<file path="src/rtl/cell_tx_pkg.sv">
package cell_tx_pkg;

    typedef enum logic [0:0] {
        ST_IDLE = 1'b0,
        ST_SEND = 1'b1
    } tx_state_e;

endpackage

</file>
<file path="src/rtl/cell_fifo.sv">
module cell_fifo #(
    parameter int W     = 16,
    parameter int DEPTH = 64
) (
    input  logic                       clk,
    input  logic                       rst_n,
    input  logic                       push,
    input  logic [W-1:0]               push_data,
    input  logic                       pop,
    output logic [W-1:0]               head,
    output logic [$clog2(DEPTH+1)-1:0] count,
    output logic                       full
);
    localparam int AW = $clog2(DEPTH);
    localparam int CW = $clog2(DEPTH + 1);
    localparam logic [CW-1:0] DEPTH_C = CW'(DEPTH);

    logic [W-1:0]  mem [DEPTH];
    logic [AW-1:0] wr_ptr;
    logic [AW-1:0] rd_ptr;
    logic          push_ok;

    assign full    = (count == DEPTH_C);
    assign push_ok = push && !full;
    assign head    = mem[rd_ptr];

    always_ff @(posedge clk) begin
        if (push_ok) begin
            mem[wr_ptr] <= push_data;
        end
    end

    always_ff @(posedge clk) begin
        if (!rst_n) begin
            wr_ptr <= '0;
            rd_ptr <= '0;
            count  <= '0;
        end else begin
            if (push_ok) begin
                wr_ptr <= wr_ptr + 1'b1;
            end
            if (pop) begin
                rd_ptr <= rd_ptr + 1'b1;
            end
            unique case ({push_ok, pop})
                2'b10:   count <= count + 1'b1;
                2'b01:   count <= count - 1'b1;
                default: count <= count;
            endcase
        end
    end

endmodule

</file>
<file path="src/rtl/cell_tx_seq.sv">
module cell_tx_seq
    import cell_tx_pkg::*;
#(
    parameter int W          = 16,
    parameter int CELL_WORDS = 27
) (
    input  logic         clk,
    input  logic         rst_n,
    input  logic         cell_ready,
    input  logic         phy_full,
    input  logic [W-1:0] head,
    output logic         pop,
    output logic         tx_en_n,
    output logic         tx_soc,
    output logic [W-1:0] tx_data,
    output logic         tx_par
);
    localparam int IW = $clog2(CELL_WORDS);
    localparam logic [IW-1:0] LAST_IDX = IW'(CELL_WORDS - 1);

    tx_state_e     state_q, state_d;
    logic [IW-1:0] idx_q, idx_d;
    logic          load;
    logic          first;
    logic          start_ok;

    assign start_ok = cell_ready && !phy_full;

    always_comb begin
        state_d = state_q;
        idx_d   = idx_q;
        load    = 1'b0;
        first   = 1'b0;
        unique case (state_q)
            ST_IDLE: begin
                if (start_ok) begin        // start
                    state_d = ST_SEND;
                    idx_d   = '0;
                    load    = 1'b1;
                    first   = 1'b1;
                end
            end
            ST_SEND: begin
                if (idx_q != LAST_IDX) begin   // advance
                    idx_d = idx_q + 1'b1;
                    load  = 1'b1;
                end else if (start_ok) begin   // chain
                    idx_d = '0;
                    load  = 1'b1;
                    first = 1'b1;
                end else begin                 // stop
                    state_d = ST_IDLE;
                    idx_d   = '0;
                end
            end
            default: begin
                state_d = ST_IDLE;
                idx_d   = '0;
            end
        endcase
    end

    assign pop = load;

    always_ff @(posedge clk) begin
        if (!rst_n) begin
            state_q <= ST_IDLE;
            idx_q   <= '0;
        end else begin
            state_q <= state_d;
            idx_q   <= idx_d;
        end
    end

    always_ff @(posedge clk) begin
        if (!rst_n) begin
            tx_en_n <= 1'b1;
            tx_soc  <= 1'b0;
            tx_data <= '0;
            tx_par  <= 1'b1;
        end else begin
            tx_en_n <= !load;
            tx_soc  <= first;
            if (load) begin
                tx_data <= head;
                tx_par  <= ~^head;
            end
        end
    end

endmodule

</file>
<file path="src/rtl/cell_tx_link.sv">
module cell_tx_link #(
    parameter int DATA_W     = 16,
    parameter int CELL_WORDS = 27,
    parameter int FIFO_DEPTH = 64
) (
    input  logic              clk,
    input  logic              rst_n,
    input  logic              wr_en,
    input  logic [DATA_W-1:0] wr_data,
    output logic              wr_full,
    input  logic              phy_full,
    output logic              tx_en_n,
    output logic              tx_soc,
    output logic [DATA_W-1:0] tx_data,
    output logic              tx_par
);
    localparam int CNT_W = $clog2(FIFO_DEPTH + 1);
    localparam logic [CNT_W-1:0] CELL_CNT = CNT_W'(CELL_WORDS);

    logic [DATA_W-1:0] head;
    logic [CNT_W-1:0]  count;
    logic              pop;
    logic              cell_ready;

    assign cell_ready = (count >= CELL_CNT);

    cell_fifo #(
        .W     (DATA_W),
        .DEPTH (FIFO_DEPTH)
    ) fifo_i (
        .clk       (clk),
        .rst_n     (rst_n),
        .push      (wr_en),
        .push_data (wr_data),
        .pop       (pop),
        .head      (head),
        .count     (count),
        .full      (wr_full)
    );

    cell_tx_seq #(
        .W          (DATA_W),
        .CELL_WORDS (CELL_WORDS)
    ) seq_i (
        .clk        (clk),
        .rst_n      (rst_n),
        .cell_ready (cell_ready),
        .phy_full   (phy_full),
        .head       (head),
        .pop        (pop),
        .tx_en_n    (tx_en_n),
        .tx_soc     (tx_soc),
        .tx_data    (tx_data),
        .tx_par     (tx_par)
    );

endmodule

</file>
<file path="config.mk">
export PLATFORM = sky130hd
export DESIGN_NAME = cell_tx_link
export DESIGN_NICKNAME = d
export VERILOG_FILES = /design/src/rtl/cell_tx_pkg.sv /design/src/rtl/cell_fifo.sv /design/src/rtl/cell_tx_seq.sv /design/src/rtl/cell_tx_link.sv
export SDC_FILE = /design/constraint.sdc
export NUM_CORES = 1
export LEC_CHECK = 0
export BUFFER_PORTS_ARGS = -buffer_cell sky130_fd_sc_hd__buf_4
export CORE_UTILIZATION = 35
export CTS_CLUSTER_SIZE = 30
export DETAILED_ROUTE_END_ITERATION = 10
export PLACE_DENSITY_LB_ADDON = 0.1
export SLEW_MARGIN = 20
export SYNTH_ARGS = -nofsm -noshare
export SYNTH_HDL_FRONTEND = slang
export SYNTH_SLANG_ARGS = --single-unit
</file>
<file path="constraint.sdc">
create_clock -name clk -period 6.4 [get_ports clk]
set_input_delay 0.96 -clock clk [delete_from_list [all_inputs] [get_ports clk]]
set_output_delay 0.96 -clock clk [all_outputs]
set_load 0.01 [all_outputs]
</file>
==> flow_metrics.env <==
export IMPL_status="finished, final reports clean"
export IMPL_dp_cells=3670
export IMPL_synth_edf_count=1024
export IMPL_final_hold_viol_count=0
export IMPL_antenna_found_initial=7
export IMPL_crit_chain="buf_4 > buf_4 > mux4_2 > nand3b_1 > a31oi_1 > nor4_1 > xnor2_1 > xnor2_1 > xnor3_1 > o211ai_2"
export IMPL_slowest_delay_ns=0.91
export IMPL_crit_path_start_kind="flop"
export IMPL_slew_viol_final=0
export IMPL_final_cells=3885
export IMPL_syn_area_per_cell_sq_um=20.49
export IMPL_power_density_mw_per_mm2=301.3
export IMPL_max_freq_ghz=0.2117
export IMPL_first_global_vias=21155
export IMPL_grt_max_degree=65
export IMPL_setup_tns_ns=0
export IMPL_fin_nets=2214
export IMPL_postCtsHoldBufs=0
export IMPL_final_common_cell="edfxtp_1"
export IMPL_grt_use_total=0.1965
export IMPL_ys_types=57
export IMPL_routabilityCongestion=0.8295
export IMPL_synth_async_sr_flop_share=0
export IMPL_cp_data_arrival_time_ns=5.35
export IMPL_max_slew_margin=0.2983
export IMPL_antenna_left=0
export IMPL_cp_end_kind="flop"
export IMPL_die_area_sq_mm=0.1211
export IMPL_detail_route_iter0_violations=2057
export IMPL_clk_latency_ns=0.71
export IMPL_critPathRequiredTime_ns=7.03
export IMPL_syn_area_sq_mm=0.04190
export IMPL_cts_tree="done"
export IMPL_fin_crit_sh=0.7379
export IMPL_p_leak_nw=14.70
export IMPL_reg2reg_depth=10
export IMPL_synth_top_area_frac=0.7339
export IMPL_boundaryPins=40
export IMPL_drv_cap=0
export IMPL_worstSetupPathType="reg2reg"
export IMPL_critical_path_buf_inv_count=2
export IMPL_area_growth_pct=14.91
export IMPL_worst_clock_skew_ns=0.03199
export IMPL_num_rows=126
export IMPL_crit_path_max_fanout=34
export IMPL_wl_per_cell_microns=30.44
export IMPL_hold_ws_ns=0.4835
export IMPL_drc=0
export IMPL_grt_pass1_wl_microns=165600
export IMPL_drive_above_1_share=0.2605
export IMPL_layout_common_cells="1,024 x edfxtp_1, 236 x mux4_2, 135 x buf_4"
export IMPL_yosysWarnings=0
export IMPL_synth_flop_cell="edfxtp_1"
export IMPL_dieHeight_microns=348.0
export IMPL_crit_path_end="seq_i.tx_par"
export IMPL_port_buffers=39
export IMPL_floorplan_initialDensity=0.3539
export IMPL_grt_overflow=0
export IMPL_max_vdd_ir_drop_mv=0.2183
export IMPL_wirelength_microns=118300
export IMPL_finalCriticalPeriod_ns=4.723
export IMPL_worst_path_stages=10
export IMPL_ctsResizeCount=0
export IMPL_path_clk_slew_ns=0.06
export IMPL_fin_ws_ns=1.677
export IMPL_core_area_sq_mm=0.1184
export IMPL_setup_viol=0
export IMPL_netlist_instances=2045
export IMPL_synth_area_leaders="edfxtp_1 73%, mux4_2 13%, dfxtp_1 2.4%, mux2i_1 2.3%, nor2_1 0.84%"
export IMPL_clock_sinks=1074
export IMPL_worstMarginPinSlew_ns=1.051
export IMPL_cts_htree_levels=3
export IMPL_cp_slowest_cell="nor4_1"
export IMPL_place_hpwl_microns=70660
export IMPL_ys_seq_elements=1074
export IMPL_rsz0062_at_grt="false"
export IMPL_die_w_microns=348.0
export IMPL_synth_yosys_seq_area_share=0.7578
export IMPL_synth_top_area_cell="edfxtp_1"
export IMPL_drtPass1Iterations=5
export IMPL_drt_vias_per_instance=5.354
export IMPL_clockBufferDepth=3
export IMPL_vias=20800
export IMPL_cts_buffers=114
export IMPL_r2r_slack_ns=1.68
export IMPL_synth_nets=2072
export IMPL_cts_setup_buffers=0
export IMPL_min_path_type="reg2reg"
export IMPL_pre_cts_slack_ns=1.767
export IMPL_critPathTopFamily="buffers and inverters"
export IMPL_root_buffer="clkbuf_16"
export IMPL_reg2reg_to="seq_i.tx_par"
layer usage:
metal | GRT usage | vias to the layer above | wire (microns)
li1 | - | 8724 | -
met5 | 0 | - | 13
met4 | 0.06140 | 2 | 3244
met2 | 0.3012 | 663 | 54190
met3 | 0.04168 | 142 | 7764
met1 | 0.2802 | 11269 | 53070
cell usage after synthesis (all sizes together) (3+ instances only):
cell type,count
o221ai,8
ha,7
nand4,16
a22o,3
or3,11
mux4,242
buf,70
a211oi,3
nor2b,18
a21o,3
nor4,5
xnor2,19
nand3,39
nand3b,9
and2,20
o211ai,4
nand2,87
nor3,7
a21oi,13
a21boi,13
dfxtp,50
mux2,3
edfxtp,1024
clkbuf,44
o211a,6
a311oi,4
nor2,94
o22ai,13
inv,6
o21ai,29
mux2i,95
a221oi,4
xnor3,3
a22oi,32
xor2,4
a31oi,8
nand2b,8
and3,5
flip-flops by register name, summed over array words and instances (netlist names), named ones only:
| signal | cells |
|---|---|
| fifo_i.mem | 1024 |
| seq_i.tx_data | 16 |
| fifo_i.count | 7 |
| fifo_i.rd_ptr | 6 |
| fifo_i.wr_ptr | 6 |
| seq_i.idx_q | 5 |
| seq_i.state_q | 1 |
| seq_i.tx_en_n | 1 |
| seq_i.tx_par | 1 |
| seq_i.tx_soc | 1 |
how the worst min path moves through the flow:
stage	startpoint	to	slack (ns)	cells past startpoint
after global routing	seq_i.tx_data[11]	seq_i.tx_data[11]	0.52	2
after floorplan	fifo_i.rd_ptr[5]	flop	0.47	2
after CTS	seq_i.tx_data[11]	seq_i.tx_data[11]	0.49	2
final	seq_i.tx_data[11]	seq_i.tx_data[11]	0.48	2
after global placement	seq_i.tx_data[11]	seq_i.tx_data[11]	0.49	2
after detailed placement	seq_i.tx_data[11]	seq_i.tx_data[11]	0.48	2
worst min-delay path, stage by stage (launching register included):
cell and delay (ns):
dfxtp_1 0.32, nand2_1 0.05, a21boi_0 0.06
kinds of logic after synthesis:
group | count (synthesis) | synth area share
mux | 340 | 0.1541
fa+ha+maj | 7 | 0.002090
compound gates | 151 | 0.02595
xor+xnor | 26 | 0.006420
flops | 1074 | 0.7578
buf+inv | 120 | 0.01637
simple gates | 327 | 0.03724
report_power, final:
part           leakage [nW]  switching [W]  total, W  internal (W)
logic                  3.27       0.000203  0.000276     0.0000725
registers              9.62      0.0000101   0.00773       0.00772
clock network          1.81        0.00273   0.00651       0.00377
per-stage QoR:
stage,area [sq um],power [W],util
after floorplan,41900,0.007969,-
after global placement,44440,0.008147,0.3753
after detailed placement,44450,0.008156,0.3755
after CTS,48120,0.01466,0.4064
after global routing,48140,0.01493,0.4066
final,48140,0.01451,0.4066
final cells by class:
cell class / count / area, sq um
fill: 10496 / 70250
sequential: 1074 / 31760
multi-input combinational: 851 / 9583
clock buffer: 147 / 3068
tap: 1600 / 2002
timing repair buffer: 140 / 1105
clock inverter: 66 / 599.3
inverter: 6 / 22.52
antenna: 1 / 2.502
Power figures use the tool's default switching activity.
